===== src/rtl/fnmod_pkg.sv =====
package fnmod_pkg;

   // Which deviation-derived term is added to the channel word
   typedef enum logic [1:0] {
      OFS_NONE = 2'd0,
      OFS_FULL = 2'd1,
      OFS_HALF = 2'd2
   } ofs_sel_e;

   function automatic ofs_sel_e pick_offset(input logic ask, input logic tx);
      if (ask)     return OFS_HALF;
      else if (tx) return OFS_FULL;
      else         return OFS_NONE;
   endfunction

endpackage


===== src/rtl/fnmod_clamp.sv =====
module fnmod_clamp #(
   parameter int W  = 15,
   parameter int LO = 2500,
   parameter int HI = 22000
) (
   input  logic [W-1:0] val_i,
   output logic [W-1:0] val_o,
   output logic         err_o
);
   localparam logic [W-1:0] LO_V = W'(LO);
   localparam logic [W-1:0] HI_V = W'(HI);

   if (LO > HI || HI >= (2 ** W) || LO < 0) begin : g_bad_bounds
      $error("fnmod_clamp: bounds do not fit the word width");
   end

   always_comb begin
      if (val_i < LO_V) begin
         val_o = LO_V;
         err_o = 1'b1;
      end else if (val_i > HI_V) begin
         val_o = HI_V;
         err_o = 1'b1;
      end else begin
         val_o = val_i;
         err_o = 1'b0;
      end
   end
endmodule


===== src/rtl/fnmod_ratio.sv =====
module fnmod_ratio
   import fnmod_pkg::*;
#(
   parameter int FREQ_W     = 15,
   parameter int DEV_W      = 8,
   parameter int FRAC_W     = 15,
   parameter int NUM_FRAC_W = 14,
   parameter int DIV_W      = 7,
   parameter int LO_BASE    = 24,
   parameter int HI_BASE    = 32,
   parameter int FREQ_MIN   = 2500,
   parameter int FREQ_MAX   = 22000,
   parameter int DEV_MIN    = 1,
   parameter int DEV_MAX    = 255
) (
   input  logic              clk,
   input  logic              rst_n,
   input  logic [FREQ_W-1:0] freq_i,
   input  logic [DEV_W-1:0]  dev_i,
   input  logic              freq_err_i,
   input  logic              dev_err_i,
   input  logic              band_hi_i,
   input  logic              ask_i,
   input  logic              tx_i,
   output logic [DIV_W-1:0]  intg_q,
   output logic [FRAC_W-1:0] frac_q,
   output logic              vld_q,
   output logic              err_q
);
   localparam int STEP_SH   = FRAC_W - NUM_FRAC_W;
   localparam int SUM_W     = FRAC_W + 2;
   localparam int NUM_W     = FREQ_W + 1;
   localparam int HALF_LSB  = (STEP_SH >= 1) ? (1 << (STEP_SH - 1)) : 0;
   localparam int HALF_BASE = 1 << (FRAC_W - 1);
   localparam int SUM_MAX   = ((FREQ_MAX + DEV_MAX) << STEP_SH) + HALF_LSB + HALF_BASE;

   if (STEP_SH < 1) begin : g_bad_step
      $error("fnmod_ratio: fraction must be wider than the numerator step");
   end
   if (SUM_MAX >= (2 ** SUM_W)) begin : g_bad_sum
      $error("fnmod_ratio: fraction sum overflows");
   end
   if (FREQ_MAX + DEV_MAX >= (2 ** NUM_W)) begin : g_bad_num
      $error("fnmod_ratio: numerator overflows");
   end
   if (HI_BASE + 4 >= (2 ** DIV_W) || LO_BASE < 2) begin : g_bad_div
      $error("fnmod_ratio: divide width cannot hold the base range");
   end

   ofs_sel_e           sel;
   logic [DEV_W-1:0]   ofs;
   logic [NUM_W-1:0]   numer;
   logic [SUM_W-1:0]   sum;
   logic [DIV_W-1:0]   intg_d;

   always_comb begin
      sel = pick_offset(ask_i, tx_i);
      unique case (sel)
         OFS_FULL: ofs = dev_i;
         OFS_HALF: ofs = dev_i >> 1;
         default:  ofs = '0;
      endcase
      numer  = {1'b0, freq_i} + NUM_W'(ofs);
      sum    = (SUM_W'(numer) << STEP_SH) + SUM_W'(HALF_LSB)
             + (band_hi_i ? SUM_W'(HALF_BASE) : SUM_W'(0));
      intg_d = (band_hi_i ? DIV_W'(HI_BASE) : DIV_W'(LO_BASE))
             + DIV_W'(sum[SUM_W-1:FRAC_W]);
   end

   always_ff @(posedge clk) begin
      if (!rst_n) begin
         intg_q <= '0;
         frac_q <= '0;
         vld_q  <= 1'b0;
         err_q  <= 1'b0;
      end else begin
         intg_q <= intg_d;
         frac_q <= sum[FRAC_W-1:0];
         vld_q  <= 1'b1;
         err_q  <= freq_err_i | dev_err_i;
      end
   end


   freq_rng_chk: assert property (@(posedge clk) disable iff (!rst_n)
      (freq_i >= FREQ_W'(FREQ_MIN)) && (freq_i <= FREQ_W'(FREQ_MAX)));

   dev_rng_chk: assert property (@(posedge clk) disable iff (!rst_n)
      (dev_i >= DEV_W'(DEV_MIN)) && (dev_i <= DEV_W'(DEV_MAX)));

   err_flag_chk: assert property (@(posedge clk) disable iff (!rst_n)
      (freq_err_i || dev_err_i) |=> err_q);
endmodule


===== src/rtl/fnmod_mash.sv =====
module fnmod_mash #(
   parameter int FRAC_W = 15,
   parameter int DIV_W  = 7,
   parameter int ORDER  = 2
) (
   input  logic              clk,
   input  logic              rst_n,
   input  logic              en_i,
   input  logic [DIV_W-1:0]  intg_i,
   input  logic [FRAC_W-1:0] frac_i,
   output logic [DIV_W-1:0]  div_q,
   output logic              vld_q
);
   localparam int TOT_W = DIV_W + 2;

   if (ORDER != 1 && ORDER != 2) begin : g_bad_order
      $error("fnmod_mash: only first and second order are provided");
   end

   logic [FRAC_W:0]    s1;
   logic [FRAC_W-1:0]  acc1;
   logic               c1;
   logic [TOT_W-1:0]   tot;

   always_comb begin
      s1 = {1'b0, acc1} + {1'b0, frac_i};
      c1 = s1[FRAC_W];
   end

   if (ORDER == 2) begin : g_o2
      logic [FRAC_W:0]   s2;
      logic [FRAC_W-1:0] acc2;
      logic              c2;
      logic              c2_prev;

      always_comb begin
         s2  = {1'b0, acc2} + {1'b0, s1[FRAC_W-1:0]};
         c2  = s2[FRAC_W];
         tot = {2'b00, intg_i} + TOT_W'(c1) + TOT_W'(c2) - TOT_W'(c2_prev);
      end

      always_ff @(posedge clk) begin
         if (!rst_n) begin
            acc2    <= '0;
            c2_prev <= 1'b0;
         end else if (en_i) begin
            acc2    <= s2[FRAC_W-1:0];
            c2_prev <= c2;
         end
      end
   end else begin : g_o1
      always_comb begin
         tot = {2'b00, intg_i} + TOT_W'(c1);
      end
   end

   always_ff @(posedge clk) begin
      if (!rst_n) begin
         acc1  <= '0;
         div_q <= '0;
         vld_q <= 1'b0;
      end else begin
         vld_q <= en_i;
         if (en_i) begin
            acc1  <= s1[FRAC_W-1:0];
            div_q <= tot[DIV_W-1:0];
         end
      end
   end


   div_rng_chk: assert property (@(posedge clk) disable iff (!rst_n)
      vld_q |-> ((int'(div_q) + 1 >= int'($past(intg_i)))
              && (int'(div_q) <= int'($past(intg_i)) + 2)));

   vld_seq_chk: assert property (@(posedge clk) disable iff (!rst_n)
      vld_q |-> $past(en_i));
endmodule


===== src/rtl/fnmod_divword.sv =====
module fnmod_divword #(
   parameter int FREQ_W     = 15,
   parameter int DEV_W      = 8,
   parameter int FRAC_W     = 15,
   parameter int NUM_FRAC_W = 14,
   parameter int DIV_W      = 7,
   parameter int LO_BASE    = 24,
   parameter int HI_BASE    = 32,
   parameter int FREQ_MIN   = 2500,
   parameter int FREQ_MAX   = 22000,
   parameter int DEV_MIN    = 1,
   parameter int DEV_MAX    = 255,
   parameter int ORDER      = 2
) (
   input  logic              clk,
   input  logic              rst_n,
   input  logic [FREQ_W-1:0] freq_word_i,
   input  logic [DEV_W-1:0]  dev_word_i,
   input  logic              band_hi_i,
   input  logic              ask_mode_i,
   input  logic              tx_bit_i,
   output logic [DIV_W-1:0]  div_o,
   output logic              div_vld_o,
   output logic              cfg_err_o
);
   logic [FREQ_W-1:0] freq_c;
   logic [DEV_W-1:0]  dev_c;
   logic              freq_err;
   logic              dev_err;
   logic [DIV_W-1:0]  intg_q;
   logic [FRAC_W-1:0] frac_q;
   logic              cfg_vld;

   fnmod_clamp #(.W(FREQ_W), .LO(FREQ_MIN), .HI(FREQ_MAX)) u_freq_clamp (
      .val_i (freq_word_i),
      .val_o (freq_c),
      .err_o (freq_err)
   );

   fnmod_clamp #(.W(DEV_W), .LO(DEV_MIN), .HI(DEV_MAX)) u_dev_clamp (
      .val_i (dev_word_i),
      .val_o (dev_c),
      .err_o (dev_err)
   );

   fnmod_ratio #(
      .FREQ_W(FREQ_W), .DEV_W(DEV_W), .FRAC_W(FRAC_W), .NUM_FRAC_W(NUM_FRAC_W),
      .DIV_W(DIV_W), .LO_BASE(LO_BASE), .HI_BASE(HI_BASE),
      .FREQ_MIN(FREQ_MIN), .FREQ_MAX(FREQ_MAX), .DEV_MIN(DEV_MIN), .DEV_MAX(DEV_MAX)
   ) u_ratio (
      .clk        (clk),
      .rst_n      (rst_n),
      .freq_i     (freq_c),
      .dev_i      (dev_c),
      .freq_err_i (freq_err),
      .dev_err_i  (dev_err),
      .band_hi_i  (band_hi_i),
      .ask_i      (ask_mode_i),
      .tx_i       (tx_bit_i),
      .intg_q     (intg_q),
      .frac_q     (frac_q),
      .vld_q      (cfg_vld),
      .err_q      (cfg_err_o)
   );

   fnmod_mash #(.FRAC_W(FRAC_W), .DIV_W(DIV_W), .ORDER(ORDER)) u_mash (
      .clk    (clk),
      .rst_n  (rst_n),
      .en_i   (cfg_vld),
      .intg_i (intg_q),
      .frac_i (frac_q),
      .div_q  (div_o),
      .vld_q  (div_vld_o)
   );
endmodule


===== config.mk =====
export PLATFORM = sky130hd
export DESIGN_NAME = fnmod_divword
export DESIGN_NICKNAME = d
export VERILOG_FILES = /design/src/rtl/fnmod_pkg.sv /design/src/rtl/fnmod_clamp.sv /design/src/rtl/fnmod_ratio.sv /design/src/rtl/fnmod_mash.sv /design/src/rtl/fnmod_divword.sv
export SDC_FILE = /design/constraint.sdc
export NUM_CORES = 1
export LEC_CHECK = 0
export BUFFER_PORTS_ARGS = -buffer_cell sky130_fd_sc_hd__buf_4
export CORE_MARGIN = 2
export CORE_UTILIZATION = 54
export CTS_CLUSTER_DIAMETER = 60
export DETAILED_ROUTE_END_ITERATION = 8
export GPL_TIMING_DRIVEN = 1
export PLACE_DENSITY_LB_ADDON = 0.2
export SLEW_MARGIN = 15
export SYNTH_ARGS = -nofsm -noshare
export SYNTH_HDL_FRONTEND = slang
export SYNTH_SLANG_ARGS = --single-unit

===== constraint.sdc =====
create_clock -name clk -period 5.5 [get_ports clk]
set_input_delay 0.275 -clock clk [delete_from_list [all_inputs] [get_ports clk]]
set_output_delay 0.275 -clock clk [all_outputs]
set_load 0.01 [all_outputs]

==> run_results.csv, run 1 <==
group,metric,value,unit
status,status,"finished, final reports clean",
route,routed_wl,8.92,mm
job,drv_cap,0,
global_route,grt-ovfl-total,0,
critical_path,critical_path_arrival,5280,ps
timing,slew_headroom,56.5,%
floorplan,rows,32,
clock_network,cts_buffer_depth,2,
timing,setup_viol_count_final,0,
critical_path,cpMaxStageDelayCell,"fa_1",
clock_network,tritoncts,"built",
pwr,vdd_drop_max,0.000117,V
critical_path,path_class,"flop to flop",
cells_and_area,n_fill_cell,699,
critical_path,r2r-start,"u_ratio.frac_q[0]$_SDFF_PN0_",
cells_and_area,drive_above_1_share,13.2,%
hold_path,min_path_cells,2,
cells_and_area,area_growth,11.5,%
timing,fmax,198,MHz
floorplan,ios,37,
hold_path,hold_start,"band_hi_i",
pwr,combPwrFrac,42.6,%
critical_path,crit_required,5740,ps
cells_and_area,finalNonFillerCells,647,
route,ant_nets,0,
floorplan,start_util,55.9,%
clock_network,cts-root-buf,"clkbuf_8",
synth,seq_area_frac_synth,27.8,%
route,viasPerCell,5.72,
critical_path,start_kind,"flop",
critical_path,critPathCaptureType,"flop",
global_route,grt_usage,21.1,%
global_route,grt_pass1_vias,3360,
pwr,pwr-share-seq,35.1,%
timing,hold_viol,0,
global_route,antenna_found_initial,0,
synth,ys_types,58,
synth,yosysTopAreaCellShare,27.8,%
synth,ys_ff_latch,60,
pwr,internal-power,976,uW
pwr,switching_share,37.0,%
timing,slew_violations,0,
timing,period_minus_slack,5040,ps
route,drc,0,
synth,synthCells,515,
cells_and_area,fin_nets,619,
cells_and_area,antennaDiodeCount,0,
route,drt-initial-drc-count,159,
clock_network,ctsHtreeMaxLevel,3,
critical_path,r2r_end,"u_mash.div_q[6]$_SDFFE_PN0P_",
floorplan,die_h,93.5,um
route,wire_per_inst,13.8,um
timing,setup-tns-final,0,ps
synth,synth_area_leaders,"dfxtp_1 28%, ha_1 13%, nor2_1 4.9%",
placement,place_hpwl,6.61,mm
synth,yosysMostFrequentCell,"dfxtp_1",
pwr,switching_power,573,uW
synth,avgSynthCellArea,8.39,sq um
pwr,power.share.clock,22.3,%
synth,synthArstFlopShare,0,%
floorplan,fp.coreArea,7730,sq um
critical_path,critPathMaxStageDelay,430,ps
clock_network,clkSinkCount,60,
placement,port_buffers,36,
floorplan,dieArea,8740,sq um
timing,rsz0062_at_grt,"false",
global_route,grt_max_degree,52,
synth,synth_area,4320,sq um
critical_path,path_buf_inv,1,
critical_path,worstPathMaxFanout,4,
route,num_vias,3700,
synth,ys_warn_count,0,
timing,worst_pin_slew,652,ps
synth,synth_common_cells,"60 x dfxtp_1, 56 x nor2_1, 45 x ha_1, 41 x nand2_1, 35 x a21oi_1",
hold_path,hold_end,"u_ratio.intg_q[4]$_SDFF_PN0_",
pwr,total_power,1.55,mW
hold_path,min_path_type,"input pin to flop",
clock_network,cts-buffers-inserted,9,
floorplan,die_w,93.5,um
synth,synth_edf_count,0,
timing,period_share,91.6,%
pwr,leakage,2.07,nW
clock_network,clock_latency,330,ps
critical_path,crit_family,"adder cells",
synth,synth_top_cell_by_area,"dfxtp_1",
critical_path,reg2reg_slack,460,ps
critical_path,rr_worst_depth,24,
critical_path,cp_cell_sequence,"ha_1 > fa_1 > a211oi_1 > o21bai_1 > a31oi_2 > o21ai_1 > a21oi_1 > xnor2_1 > ha_1 > nand2_1 > o21ai_0 > a31oi_1 > o21ai_2 > nand2_1 > a21o_1 > ha_1 > inv_1 > fa_1 > fa_1 > nor2_1 > nor2_1 > a21oi_2 > xnor2_1 > a211oi_1",
route,firstDrtPassIters,4,
pwr,power_density,321,nW/um^2
placement,placedCellCount,630,
synth,ys.flop_type,"dfxtp_1",
global_route,grt_pass1_wl,15.0,mm
timing,finClkSkew,8.92,ps
placement,place_congestion,0.848,
clock_network,clkTransAtPathRegs,60,ps
synth,synth_nets,593,
[placed cells by master, fill, tap and decap left out, types with 3 or more instances in the layout]
master     netlist  final
o211ai_1        14     14
o21ai_1          5      5
nor3_1           8      8
xnor2_1         19     19
xor2_1          14     14
nor2_1          56     56
or3_1            3      3
a31oi_1          3      3
and3_2           3      3
nand4b_1         3      3
a211o_1          3      3
inv_1            9      9
buf_4            0     39
a21oi_1         35     34
mux2i_1         16     16
nand3_1         15     15
nor4_1           3      3
dfxtp_1         60     59
and2_1          10     10
fa_1             5      5
clkbuf_8         0     11
o21bai_1         4      4
nand2_1         41     41
o21a_1           6      6
a2111oi_0        3      3
nand4_1          6      6
a211oi_1        14     14
o21ai_0         31     30
ha_1            45     45
or4_1            3      3
nand3b_1        15     15
a21o_1          11     11
[power by group through the flow]
stage	Sequential [mW]	Clock, mW	Combinational (mW)
after floorplan	0.543	0	0.510
after global placement	0.551	0	0.620
after detailed placement	0.553	0	0.640
after CTS	0.545	0.353	0.644
after global routing	0.554	0.373	0.737
final	0.544	0.345	0.660
[metrics by stage]
step	area, sq um	hold WS [ps]	worst slack, ps	util [%]
floorplan	4320	303	719	-
finish	4820	111	462	62.4
CTS	4800	95.0	234	62.1
global route	4820	98.1	48.0	62.4
detailed placement	4630	454	240	59.9
global placement	4630	452	401	59.9
[kinds of logic after synthesis]
group | count (synthesis) | share of synthesized area (%)
AND/OR/NAND/NOR | 176 | 20.3
buffers and inverters | 34 | 3.24
flip-flops | 60 | 27.8
adder cells (fa/ha/maj) | 50 | 15.3
AO/OA/AOI/OAI | 145 | 22.7
XOR/XNOR | 33 | 6.69
multiplexers | 17 | 3.97
[flip-flops by register name, summed over array words and instances (netlist names)]
register             count
u_mash.div_q             7
u_mash.g_o2.c2_prev      1
u_ratio.frac_q          15
u_ratio.intg_q           4
u_mash.g_o2.acc2        15
u_ratio.err_q            1
u_mash.acc1             15
u_ratio.vld_q            1
u_mash.vld_q             1
[worst max path at each step]
stage	slack, ps	depth (start not counted)	start	endpoint
after global routing	50	24	u_ratio.frac_q[0]$_SDFF_PN0_	u_mash.div_q[6]$_SDFFE_PN0P_
after detailed placement	240	24	u_ratio.frac_q[0]$_SDFF_PN0_	u_mash.div_q[6]$_SDFFE_PN0P_
after CTS	230	24	u_ratio.frac_q[0]$_SDFF_PN0_	u_mash.div_q[6]$_SDFFE_PN0P_
final	460	24	u_ratio.frac_q[0]$_SDFF_PN0_	u_mash.div_q[6]$_SDFFE_PN0P_
after global placement	400	24	u_ratio.frac_q[0]$_SDFF_PN0_	u_mash.div_q[6]$_SDFFE_PN0P_
after floorplan	720	24	u_ratio.frac_q[0]$_SDFF_PN0_	u_mash.div_q[6]$_SDFFE_PN0P_
[layer usage]
layer  up-vias  part of all wire (%)  GRT usage [%]
li1       1931                     -              -
met1      1689                    49           27.4
met2        69                    47           35.4
met3        11                   3.0           2.98
met4         0                   1.3           8.09
met5         -                     0              0
[layout make-up]
cell class,instances,area [sq um],area share [%]
Sequential cell,60,1200,25.0
Clock inverter,2,10.0,0.208
Multi-Input combinational cell,421,2990,62.0
Clock buffer,13,159,3.30
Inverter,10,37.5,0.779
Tap cell,102,128,2.65
Timing Repair Buffer,39,293,6.08
[what timing repair did]
item	CTS	global route
resized for setup	0	3
setup buffers	0	2
hold buffers	0	0
endpoints found under the setup margin	0	1
Note: power is estimated with default switching activity, not from simulation.
==> inputs of run 2 (changes only) <==
Settings changed: MAX_ROUTING_LAYER from default to met4.
==> run 2 against run 1 <==
Critical path depth unchanged. Worst hold slack better by 1.7 ps. Cell count unchanged. Die area unchanged. Design area unchanged. Combinational power about the same. Critical path type unchanged. Largest power group unchanged.
==> run_results.csv, run 2 (synthesis results as in run 1) <==
group,metric,value,unit
route,routed_wl,8.91,mm
pwr,pwr-share-seq,35.2,%
clock_network,cts-root-buf,"clkbuf_8",
cells_and_area,area_growth,11.5,%
floorplan,ios,37,
timing,fmax,199,MHz
pwr,power_density,321,nW/um^2
critical_path,critPathCaptureType,"flop",
pwr,vdd_drop_max,0.000117,V
global_route,grt_pass1_vias,3362,
route,firstDrtPassIters,4,
cells_and_area,antennaDiodeCount,0,
route,ant_nets,0,
route,wire_per_inst,13.8,um
global_route,grt-ovfl-total,0,
cells_and_area,final_cell_mix,"59 x dfxtp_1, 56 x nor2_1, 45 x ha_1, 41 x nand2_1, 39 x buf_4",
floorplan,start_util,55.9,%
cells_and_area,drive_above_1_share,13.2,%
critical_path,worstPathMaxFanout,4,
global_route,grt_usage,21.7,%
pwr,leakage,2.07,nW
pwr,switching_power,571,uW
clock_network,tritoncts,"built",
timing,setup-tns-final,0,ps
timing,hold_viol,0,
clock_network,cts-buffers-inserted,9,
floorplan,rows,32,
placement,place_hpwl,6.61,mm
clock_network,clkSinkCount,60,
timing,period_minus_slack,5030,ps
timing,finClkSkew,8.84,ps
critical_path,path_class,"flop to flop",
timing,worst_pin_slew,652,ps
global_route,grt_max_degree,52,
cells_and_area,fin_nets,619,
clock_network,cts_buffer_depth,2,
cells_and_area,reg_top3,"u_mash.acc1 x15, u_mash.g_o2.acc2 x15, u_ratio.frac_q x15",
floorplan,die_w,93.5,um
pwr,internal-power,976,uW
clock_network,clkTransAtPathRegs,60,ps
timing,slew_headroom,56.5,%
global_route,grt_pass1_wl,15.0,mm
pwr,power.share.clock,22.2,%
route,drt-initial-drc-count,175,
critical_path,critical_path_arrival,5280,ps
clock_network,clock_latency,330,ps
clock_network,ctsHtreeMaxLevel,3,
floorplan,dieArea,8740,sq um
critical_path,crit_required,5740,ps
cells_and_area,final_core_util,62.4,%
timing,setup_viol_count_final,0,
timing,rsz0062_at_grt,"false",
critical_path,start_kind,"flop",
critical_path,cp_cell_sequence,"ha_1 > fa_1 > a211oi_1 > o21bai_1 > a31oi_2 > o21ai_1 > a21oi_1 > xnor2_1 > ha_1 > nand2_1 > o21ai_0 > a31oi_1 > o21ai_2 > nand2_1 > a21o_1 > ha_1 > inv_1 > fa_1 > fa_1 > nor2_1 > nor2_1 > a21oi_2 > xnor2_1 > a211oi_1",
route,viasPerCell,5.74,
cells_and_area,final_common_cell,"dfxtp_1",
floorplan,fp.coreArea,7730,sq um
route,drc,0,
critical_path,cpMaxStageDelayCell,"fa_1",
pwr,combPwrFrac,42.6,%
route,num_vias,3716,
status,status,"finished, final reports clean",
timing,slew_violations,0,
pwr,switching_share,36.9,%
placement,place_congestion,0.861,
job,drv_cap,0,
global_route,antenna_found_initial,0,
placement,port_buffers,36,
hold_path,min_path_type,"input pin to flop",
floorplan,die_h,93.5,um
timing,period_share,91.5,%
critical_path,critPathMaxStageDelay,430,ps
-- run 2: per-stage QoR --
| stage | power (mW) | setup slack (ps) | hold slack [ps] | instances | instance area, sq um |
|---|---|---|---|---|---|
| global route | 1.66 | 48.1 | 98.8 | 647 | 4820 |
| floorplan | 1.05 | 719 | 303 | 515 | 4320 |
| CTS | 1.54 | 234 | 95.0 | 645 | 4800 |
| global placement | 1.17 | 401 | 452 | 630 | 4630 |
| detailed placement | 1.19 | 240 | 454 | 630 | 4630 |
| finish | 1.55 | 466 | 113 | 647 | 4820 |
-- run 2: area by class of cell --
type                    instances  area (sq um)
clock buffers                  13           159
clock inverters                 2          10.0
fillers                       699          2910
inverters                      10          37.5
multi-input cells             421          2990
flip-flops and latches         60          1200
well taps                     102           128
repair buffers                 39           293
-- run 2: layer usage --
metal	share of wire, %	track usage, %
met2	47	35.4
met3	2.9	2.74
met5	0	-
met4	1.2	8.46
met1	49	27.4
-- run 2: power groups by stage --
stage | registers (mW) | logic (mW) | clock network [mW]
after floorplan | 0.543 | 0.510 | 0
after global placement | 0.551 | 0.620 | 0
after detailed placement | 0.553 | 0.640 | 0
after CTS | 0.545 | 0.644 | 0.353
after global routing | 0.554 | 0.737 | 0.372
final | 0.544 | 0.660 | 0.344
-- run 2: worst paths after layout --
kind,start,endpoint,slack [ps],cells after the start
worst max-delay path,u_ratio.frac_q[0]$_SDFF_PN0_,u_mash.div_q[6]$_SDFFE_PN0P_,470,24
worst min-delay path,band_hi_i,u_ratio.intg_q[4]$_SDFF_PN0_,110,2
worst max register to register,u_ratio.frac_q[0]$_SDFF_PN0_,u_mash.div_q[6]$_SDFFE_PN0P_,470,24
worst min register to register,u_mash.g_o2.acc2[3]$_SDFFE_PN0P_,u_mash.g_o2.acc2[3]$_SDFFE_PN0P_,480,2
-- run 2: critical path: cells and delay by family (launching register included) --
family | cells | cell delay, ps
AOI/OAI and AO/OA | 11 | 1950
xor gates and xnor gates | 2 | 160
adders and majority gates | 6 | 2110
buffers and inverters | 1 | 50
DFF | 1 | 300
and+or+nand+nor | 4 | 390
-- run 2: what timing repair did --
action | CTS | global route
buffers inserted | 0 | 2
hold buffers | 0 | 0
setup endpoints to repair | 0 | 1
resized for setup | 0 | 3
